==> src/rtl/lmsw_pkg.sv <==
package lmsw_pkg;

    typedef enum logic {
        ACC_ADD = 1'b0,
        ACC_SUB = 1'b1
    } acc_op_e;

endpackage

==> src/rtl/lmsw_lead_decode.sv <==
module lmsw_lead_decode #(
    parameter int EW = 16,
    localparam int TW = $clog2(EW)
) (
    input  logic [EW-1:0] err_i,
    output logic          neg_o,
    output logic          zero_o,
    output logic [EW-1:0] mag_o,
    output logic [TW-1:0] lz_o
);

    always_comb begin
        int top_bit;
        neg_o  = err_i[EW-1];
        mag_o  = neg_o ? (EW'(0) - err_i) : err_i;
        zero_o = (err_i == '0);
        top_bit = 0;
        for (int b = 0; b < EW; b++) begin
            if (mag_o[b]) top_bit = b;
        end
        lz_o = TW'(EW - 1 - top_bit);
    end

endmodule

==> src/rtl/lmsw_barrel_shift.sv <==
module lmsw_barrel_shift #(
    parameter int IN_W  = 16,
    parameter int OUT_W = 16,
    parameter int SH_W  = 4
) (
    input  logic signed [IN_W-1:0]  din,
    input  logic        [SH_W-1:0]  sh,
    output logic signed [OUT_W-1:0] dout
);

    logic signed [OUT_W-1:0] stg [SH_W+1];

    assign stg[0] = OUT_W'(din);

    for (genvar g = 0; g < SH_W; g++) begin : g_stage
        assign stg[g+1] = sh[g] ? (stg[g] >>> (2 ** g)) : stg[g];
    end

    assign dout = stg[SH_W];

endmodule

==> src/rtl/lmsw_weight_cell.sv <==
module lmsw_weight_cell
    import lmsw_pkg::*;
#(
    parameter int WW = 16
) (
    input  logic          clk,
    input  logic          rst,
    input  logic          en_i,
    input  acc_op_e       op_i,
    input  logic [WW-1:0] inc_i,
    output logic [WW-1:0] w_o
);

    logic [WW-1:0] w_d, w_q;

    always_comb begin
        w_d = w_q;
        if (en_i) begin
            w_d = (op_i == ACC_SUB) ? (w_q - inc_i) : (w_q + inc_i);
        end
    end

    always_ff @(posedge clk) begin
        if (rst) w_q <= '0;
        else     w_q <= w_d;
    end

    assign w_o = w_q;

    // with no pending increment the weight holds
    a_r2_idle_hold: assert property (@(posedge clk) disable iff (rst)
        !en_i |=> $stable(w_q));

    // a zero increment leaves the weight unchanged
    a_r5_zero_inc_hold: assert property (@(posedge clk) disable iff (rst)
        (en_i && inc_i == '0) |=> $stable(w_q));

endmodule

==> src/rtl/lmsw_update_unit.sv <==
module lmsw_update_unit
    import lmsw_pkg::*;
#(
    parameter int NTAP = 4,
    parameter int SW   = 16,
    parameter int EW   = 16,
    parameter int WW   = 16,
    parameter int IW   = 3
) (
    input  logic               clk,
    input  logic               rst,
    input  logic               upd_i,
    input  logic [EW-1:0]      err_i,
    input  logic [IW-1:0]      step_i,
    input  logic [NTAP*SW-1:0] x_i,
    output logic [NTAP*WW-1:0] w_o
);

    localparam int LOG2N = $clog2(NTAP);
    localparam int TW    = $clog2(EW);
    localparam int PW    = $clog2((2 ** IW) + LOG2N);

    typedef struct packed {
        logic                      s1_vld;
        acc_op_e                   s1_op;
        logic                      s1_zero;
        logic [TW-1:0]             s1_lz;
        logic [NTAP-1:0][SW-1:0]   s1_pre;
        logic                      s2_vld;
        acc_op_e                   s2_op;
        logic [NTAP-1:0][WW-1:0]   s2_inc;
    } pipe_t;

    pipe_t pipe_d, pipe_q;

    logic          dec_neg, dec_zero;
    logic [EW-1:0] dec_mag;
    logic [TW-1:0] dec_lz;
    logic [PW-1:0] pre_sh;

    logic [NTAP-1:0][SW-1:0] pre_w;
    logic [NTAP-1:0][WW-1:0] inc_w;

    lmsw_lead_decode #(.EW(EW)) u_dec (
        .err_i  (err_i),
        .neg_o  (dec_neg),
        .zero_o (dec_zero),
        .mag_o  (dec_mag),
        .lz_o   (dec_lz)
    );

    assign pre_sh = PW'(step_i) + PW'(LOG2N);

    for (genvar k = 0; k < NTAP; k++) begin : g_tap
        lmsw_barrel_shift #(.IN_W(SW), .OUT_W(SW), .SH_W(PW)) u_pre (
            .din  (x_i[k*SW +: SW]),
            .sh   (pre_sh),
            .dout (pre_w[k])
        );

        lmsw_barrel_shift #(.IN_W(SW), .OUT_W(WW), .SH_W(TW)) u_scale (
            .din  (pipe_q.s1_pre[k]),
            .sh   (pipe_q.s1_lz),
            .dout (inc_w[k])
        );

        lmsw_weight_cell #(.WW(WW)) u_cell (
            .clk   (clk),
            .rst   (rst),
            .en_i  (pipe_q.s2_vld),
            .op_i  (pipe_q.s2_op),
            .inc_i (pipe_q.s2_inc[k]),
            .w_o   (w_o[k*WW +: WW])
        );
    end

    always_comb begin
        pipe_d        = pipe_q;
        pipe_d.s1_vld = upd_i;
        if (upd_i) begin
            pipe_d.s1_op   = dec_neg ? ACC_SUB : ACC_ADD;
            pipe_d.s1_zero = dec_zero;
            pipe_d.s1_lz   = dec_lz;
            pipe_d.s1_pre  = pre_w;
        end
        pipe_d.s2_vld = pipe_q.s1_vld;
        if (pipe_q.s1_vld) begin
            pipe_d.s2_op  = pipe_q.s1_op;
            pipe_d.s2_inc = pipe_q.s1_zero ? '0 : inc_w;
        end
    end

    always_ff @(posedge clk) begin
        if (rst) pipe_q <= '0;
        else     pipe_q <= pipe_d;
    end

    // a strobe enters the first stage on the next edge
    a_r11_capture: assert property (@(posedge clk) disable iff (rst)
        upd_i |=> pipe_q.s1_vld);

    // the first stage always advances to the addition stage
    a_r11_forward: assert property (@(posedge clk) disable iff (rst)
        pipe_q.s1_vld |=> pipe_q.s2_vld);

    // no strobe, no work in the pipeline
    a_r2_no_strobe: assert property (@(posedge clk) disable iff (rst)
        !upd_i |=> !pipe_q.s1_vld);

    // a zero error yields all-zero increments
    a_r5_zero_error: assert property (@(posedge clk) disable iff (rst)
        (pipe_q.s1_vld && pipe_q.s1_zero) |=> (pipe_q.s2_inc == '0));

    // the decoded count points at the highest one of the magnitude
    a_r6_lead_one: assert property (@(posedge clk) disable iff (rst)
        !dec_zero |-> ((dec_mag >> (EW - 1 - int'(dec_lz))) == EW'(1)));

endmodule

==> config.mk <==
export PLATFORM = sky130hd
export DESIGN_NAME = lmsw_update_unit
export DESIGN_NICKNAME = d
export VERILOG_FILES = /design/src/rtl/lmsw_pkg.sv /design/src/rtl/lmsw_lead_decode.sv /design/src/rtl/lmsw_barrel_shift.sv /design/src/rtl/lmsw_weight_cell.sv /design/src/rtl/lmsw_update_unit.sv
export SDC_FILE = /design/constraint.sdc
export NUM_CORES = 1
export LEC_CHECK = 0
export ABC_AREA = 1
export BUFFER_PORTS_ARGS = -buffer_cell sky130_fd_sc_hd__buf_2
export CORE_UTILIZATION = 55
export DETAILED_ROUTE_END_ITERATION = 16
export GPL_ROUTABILITY_DRIVEN = 0
export GPL_TIMING_DRIVEN = 0
export PLACE_DENSITY = 0.77
export REMOVE_ABC_BUFFERS = 1
export SYNTH_ARGS = -nofsm -noshare
export SYNTH_HDL_FRONTEND = slang
export SYNTH_SLANG_ARGS = --single-unit
export TNS_END_PERCENT = 10
==> constraint.sdc <==
create_clock -name clk -period 7.76 [get_ports clk]
set_clock_uncertainty 0.05 [all_clocks]
set_input_delay 0.388 -clock clk [delete_from_list [all_inputs] [get_ports clk]]
set_output_delay 0.388 -clock clk [all_outputs]
set_load 0.01 [all_outputs]
==> flow_metrics.env <==
export IMPL_r2r_start="pipe_q[64]$_SDFFE_PP0P_"
export IMPL_fillCellCount=2783
export IMPL_avgSynthCellArea_um2=6.23
export IMPL_die_area_mm2=0.0299
export IMPL_tightest_slew_ns=1.36
export IMPL_rr_worst_depth=14
export IMPL_ios=150
export IMPL_worstSetupPathType="flop to flop"
export IMPL_netlist_instances=2576
export IMPL_track_usage=0.258
export IMPL_via_count=16300
export IMPL_cap_violations=0
export IMPL_internal_power_mw=2.39
export IMPL_grt_ovfl_total=0
export IMPL_viasPerCell=5.42
export IMPL_fp_row_count=62
export IMPL_ff_latch_area_mm2=0.00403
export IMPL_setup_viol=0
export IMPL_clkLatencyLatePin_ns=0.52
export IMPL_rsz0062_at_grt="false"
export IMPL_final_core_util=0.612
export IMPL_ys_types=56
export IMPL_finalMaxSlewViolations=0
export IMPL_cts_path_max_buffers=3
export IMPL_power_density_mw_per_mm2=216
export IMPL_routed_wl_um=39300
export IMPL_post_cts_setup_buffers=0
export IMPL_dr_pass1_iters=5
export IMPL_path_clk_slew_ns=0.06
export IMPL_r2r_end="g_tap[1].u_cell.w_o[13]$_SDFFE_PP0P_"
export IMPL_num_antenna_cells=0
export IMPL_grt_max_degree=73
export IMPL_synthArstFlopShare=0
export IMPL_status="finished clean"
export IMPL_start_util=0.559
export IMPL_post_route_period_util=0.577
export IMPL_syn_area_mm2=0.0160
export IMPL_hp_start="err_i[13]"
export IMPL_cts_tree="yes"
export IMPL_die_height_um=173
export IMPL_p_clk_frac=0.307
export IMPL_ir_worst_vdd_uv=135
export IMPL_fin_area_mm2=0.0176
export IMPL_ctsHoldBuffers=0
export IMPL_dpl_cell_count=2963
export IMPL_p_seq_frac=0.312
export IMPL_grt_antenna_before_repair=0
export IMPL_r2r_slack_ns=3.29
export IMPL_cp_required_ns=8.12
export IMPL_grt_pass1_wl_um=67500
export IMPL_layout_drive_gt1_share=0.0981
export IMPL_combPwrFrac=0.381
export IMPL_numPortBuffers=149
export IMPL_critPathArrivalTime_ns=4.83
export IMPL_nets=2760
export IMPL_final_antenna_net_count=0
export IMPL_yosysWarnings=0
export IMPL_ys_flop_type="dfxtp_1"
export IMPL_fin_cells=3003
export IMPL_power_mw=3.80
export IMPL_clock_fmax_mhz=224
export IMPL_drtIter0Drc=1148
export IMPL_dieWidth_um=173
export IMPL_cts_resized=0
export IMPL_timing_final_crit_period_ns=4.47
export IMPL_min_to="pipe_q[134]$_SDFFE_PP0P_"
export IMPL_fin_setup_tns_ns=0
export IMPL_swShare=0.370
export IMPL_whs_path_depth=4
export IMPL_final_hold_viol_count=0
export IMPL_endpoint_kind="flop"
export IMPL_ys_seq_elements=201
export IMPL_syn_to_final_growth_pct=9.40
export IMPL_detailed_place_hpwl_um=28500
export IMPL_p_leak_nw=8.77
export IMPL_ctsRootBufferMaster="clkbuf_16"
export IMPL_hp_class="input pin to flop"
export IMPL_cts_num_sinks=201
export IMPL_drc_errors=0
export IMPL_multi_input_area_mm2=0.0103
export IMPL_coreArea_mm2=0.0287
export IMPL_placed_cell_area_mm2=0.0167
export IMPL_synth_enable_flop_cells=0
export IMPL_p_switching_mw=1.41
export IMPL_htree_levels=1
export IMPL_grt_pass1_vias=14500
export IMPL_cts_buffers=23
export IMPL_ys_seq_area_frac=0.251
export IMPL_timing_slew_headroom=0.0949
export IMPL_cp_max_fo=39
export IMPL_crit_path_start_kind="flop"
export IMPL_wl_per_cell_um=13.1
==> area by class of cell <==
class	count	area share
clock inverters	10	0.00905
inverters	284	0.0609
well taps	384	0.0274
clock buffers	30	0.0377
multi-input cells	1940	0.587
flip-flops and latches	201	0.229
repair buffers	154	0.0487
==> cell usage after synthesis (10+ instances only) <==
cell type | instances | area [um2]
ha_1 | 66 | 826
dfxtp_1 | 201 | 4020
o221ai_1 | 16 | 140
o21ai_0 | 313 | 1570
o211ai_1 | 34 | 255
a31oi_1 | 10 | 62.6
nand3_1 | 94 | 470
buf_1 | 15 | 56.3
nor2_2 | 10 | 62.6
inv_1 | 277 | 1040
xor2_1 | 73 | 639
nor2_1 | 221 | 830
clkbuf_1 | 96 | 360
nor3_1 | 11 | 55.1
xnor2_1 | 25 | 219
nand2_1 | 677 | 2540
a221oi_1 | 23 | 201
a21oi_1 | 200 | 1000
buf_2 | 28 | 140
mux2i_1 | 38 | 380
o21ai_1 | 21 | 105
==> critical path: stages (launching register included) <==
cell      delay, ns
dfxtp_1        1.21
inv_1          0.85
o21ai_0        0.34
xnor2_1        0.17
inv_1          0.08
ha_1           0.33
a21oi_1        0.17
inv_1          0.05
a31oi_1        0.25
o21ai_2        0.15
a21oi_1        0.22
o21bai_1       0.11
xor2_1         0.14
o21ai_0        0.17
inv_1          0.06
==> metrics by stage <==
step	hold slack, ns	setup slack, ns
5_1_grt	0.192	2.88
2_1_floorplan	0.389	3.47
3_3_place_gp	0.405	1.67
3_5_place_dp	0.413	3.32
4_1_cts	0.143	3.34
6_report	0.163	3.29
==> routing by layer <==
metal	wire length [um]	part of all wire	vias to the layer above	track usage
li1	-	-	8522	-
met1	20100	0.51	7248	0.375
met2	16800	0.43	453	0.413
met3	2020	0.051	45	0.0275
met4	404	0.010	0	0.0454
met5	0	0	-	0
==> placed cells by master, fill, tap and decap left out, drive strengths merged, types with 4 or more instances in the layout <==
cell    netlist  final
clkinv        3      6
nand3        95     95
nand4         7      7
a21oi       201    201
mux2i        38     38
bufinv        0      4
a21boi        5      5
o221ai       16     16
xnor2        25     25
o211ai       34     34
dfxtp       201    201
nor2        231    231
o211a         9      9
nor3         16     16
nand2       682    682
a31oi        11     11
ha           66     66
a22oi         5      5
nand3b        5      5
xor2         75     75
or2          16     16
inv         281    282
a221oi       23     23
buf          55    154
fa            4      4
clkbuf       96     30
o21ai       343    343
o22ai         4      4
==> sequential cells by signal, summed over array words and instances, names as in the netlist <==
signal / cells
pipe_q: 136
pipe_d: 1
g_tap.u_cell.w_o: 64
==> worst max-delay path by stage <==
stage	startpoint	endpoint	slack, ns	cells after the start
floorplan	pipe_d[65]$_SDFF_PP0_	pipe_q[2]$_SDFFE_PP0P_	3.47	4
global placement	pipe_d[65]$_SDFF_PP0_	pipe_q[3]$_SDFFE_PP0P_	1.67	4
detailed placement	pipe_q[64]$_SDFFE_PP0P_	g_tap[1].u_cell.w_o[13]$_SDFFE_PP0P_	3.32	14
CTS	pipe_q[64]$_SDFFE_PP0P_	g_tap[1].u_cell.w_o[13]$_SDFFE_PP0P_	3.34	14
global route	pipe_q[64]$_SDFFE_PP0P_	g_tap[1].u_cell.w_o[13]$_SDFFE_PP0P_	2.88	14
finish	pipe_q[64]$_SDFFE_PP0P_	g_tap[1].u_cell.w_o[13]$_SDFFE_PP0P_	3.29	14
==> power groups by stage <==
stage / sequential [mW] / clock (mW) / combinational (mW)
detailed placement: 1.20 / 0 / 1.42
CTS: 1.18 / 1.18 / 1.43
global route: 1.20 / 1.23 / 1.64
finish: 1.18 / 1.17 / 1.45
global placement: 1.21 / 0 / 1.37
floorplan: 1.20 / 0 / 1.09
==> cells by family after synthesis <==
kind of cell | synth area share
buffers and inverters | 0.108
adder cells (fa/ha/maj) | 0.0564
AND/OR/NAND/NOR | 0.265
AO/OA/AOI/OAI | 0.240
flip-flops | 0.251
XOR/XNOR | 0.0555
multiplexers | 0.0237
Power figures use the tool's default switching activity.
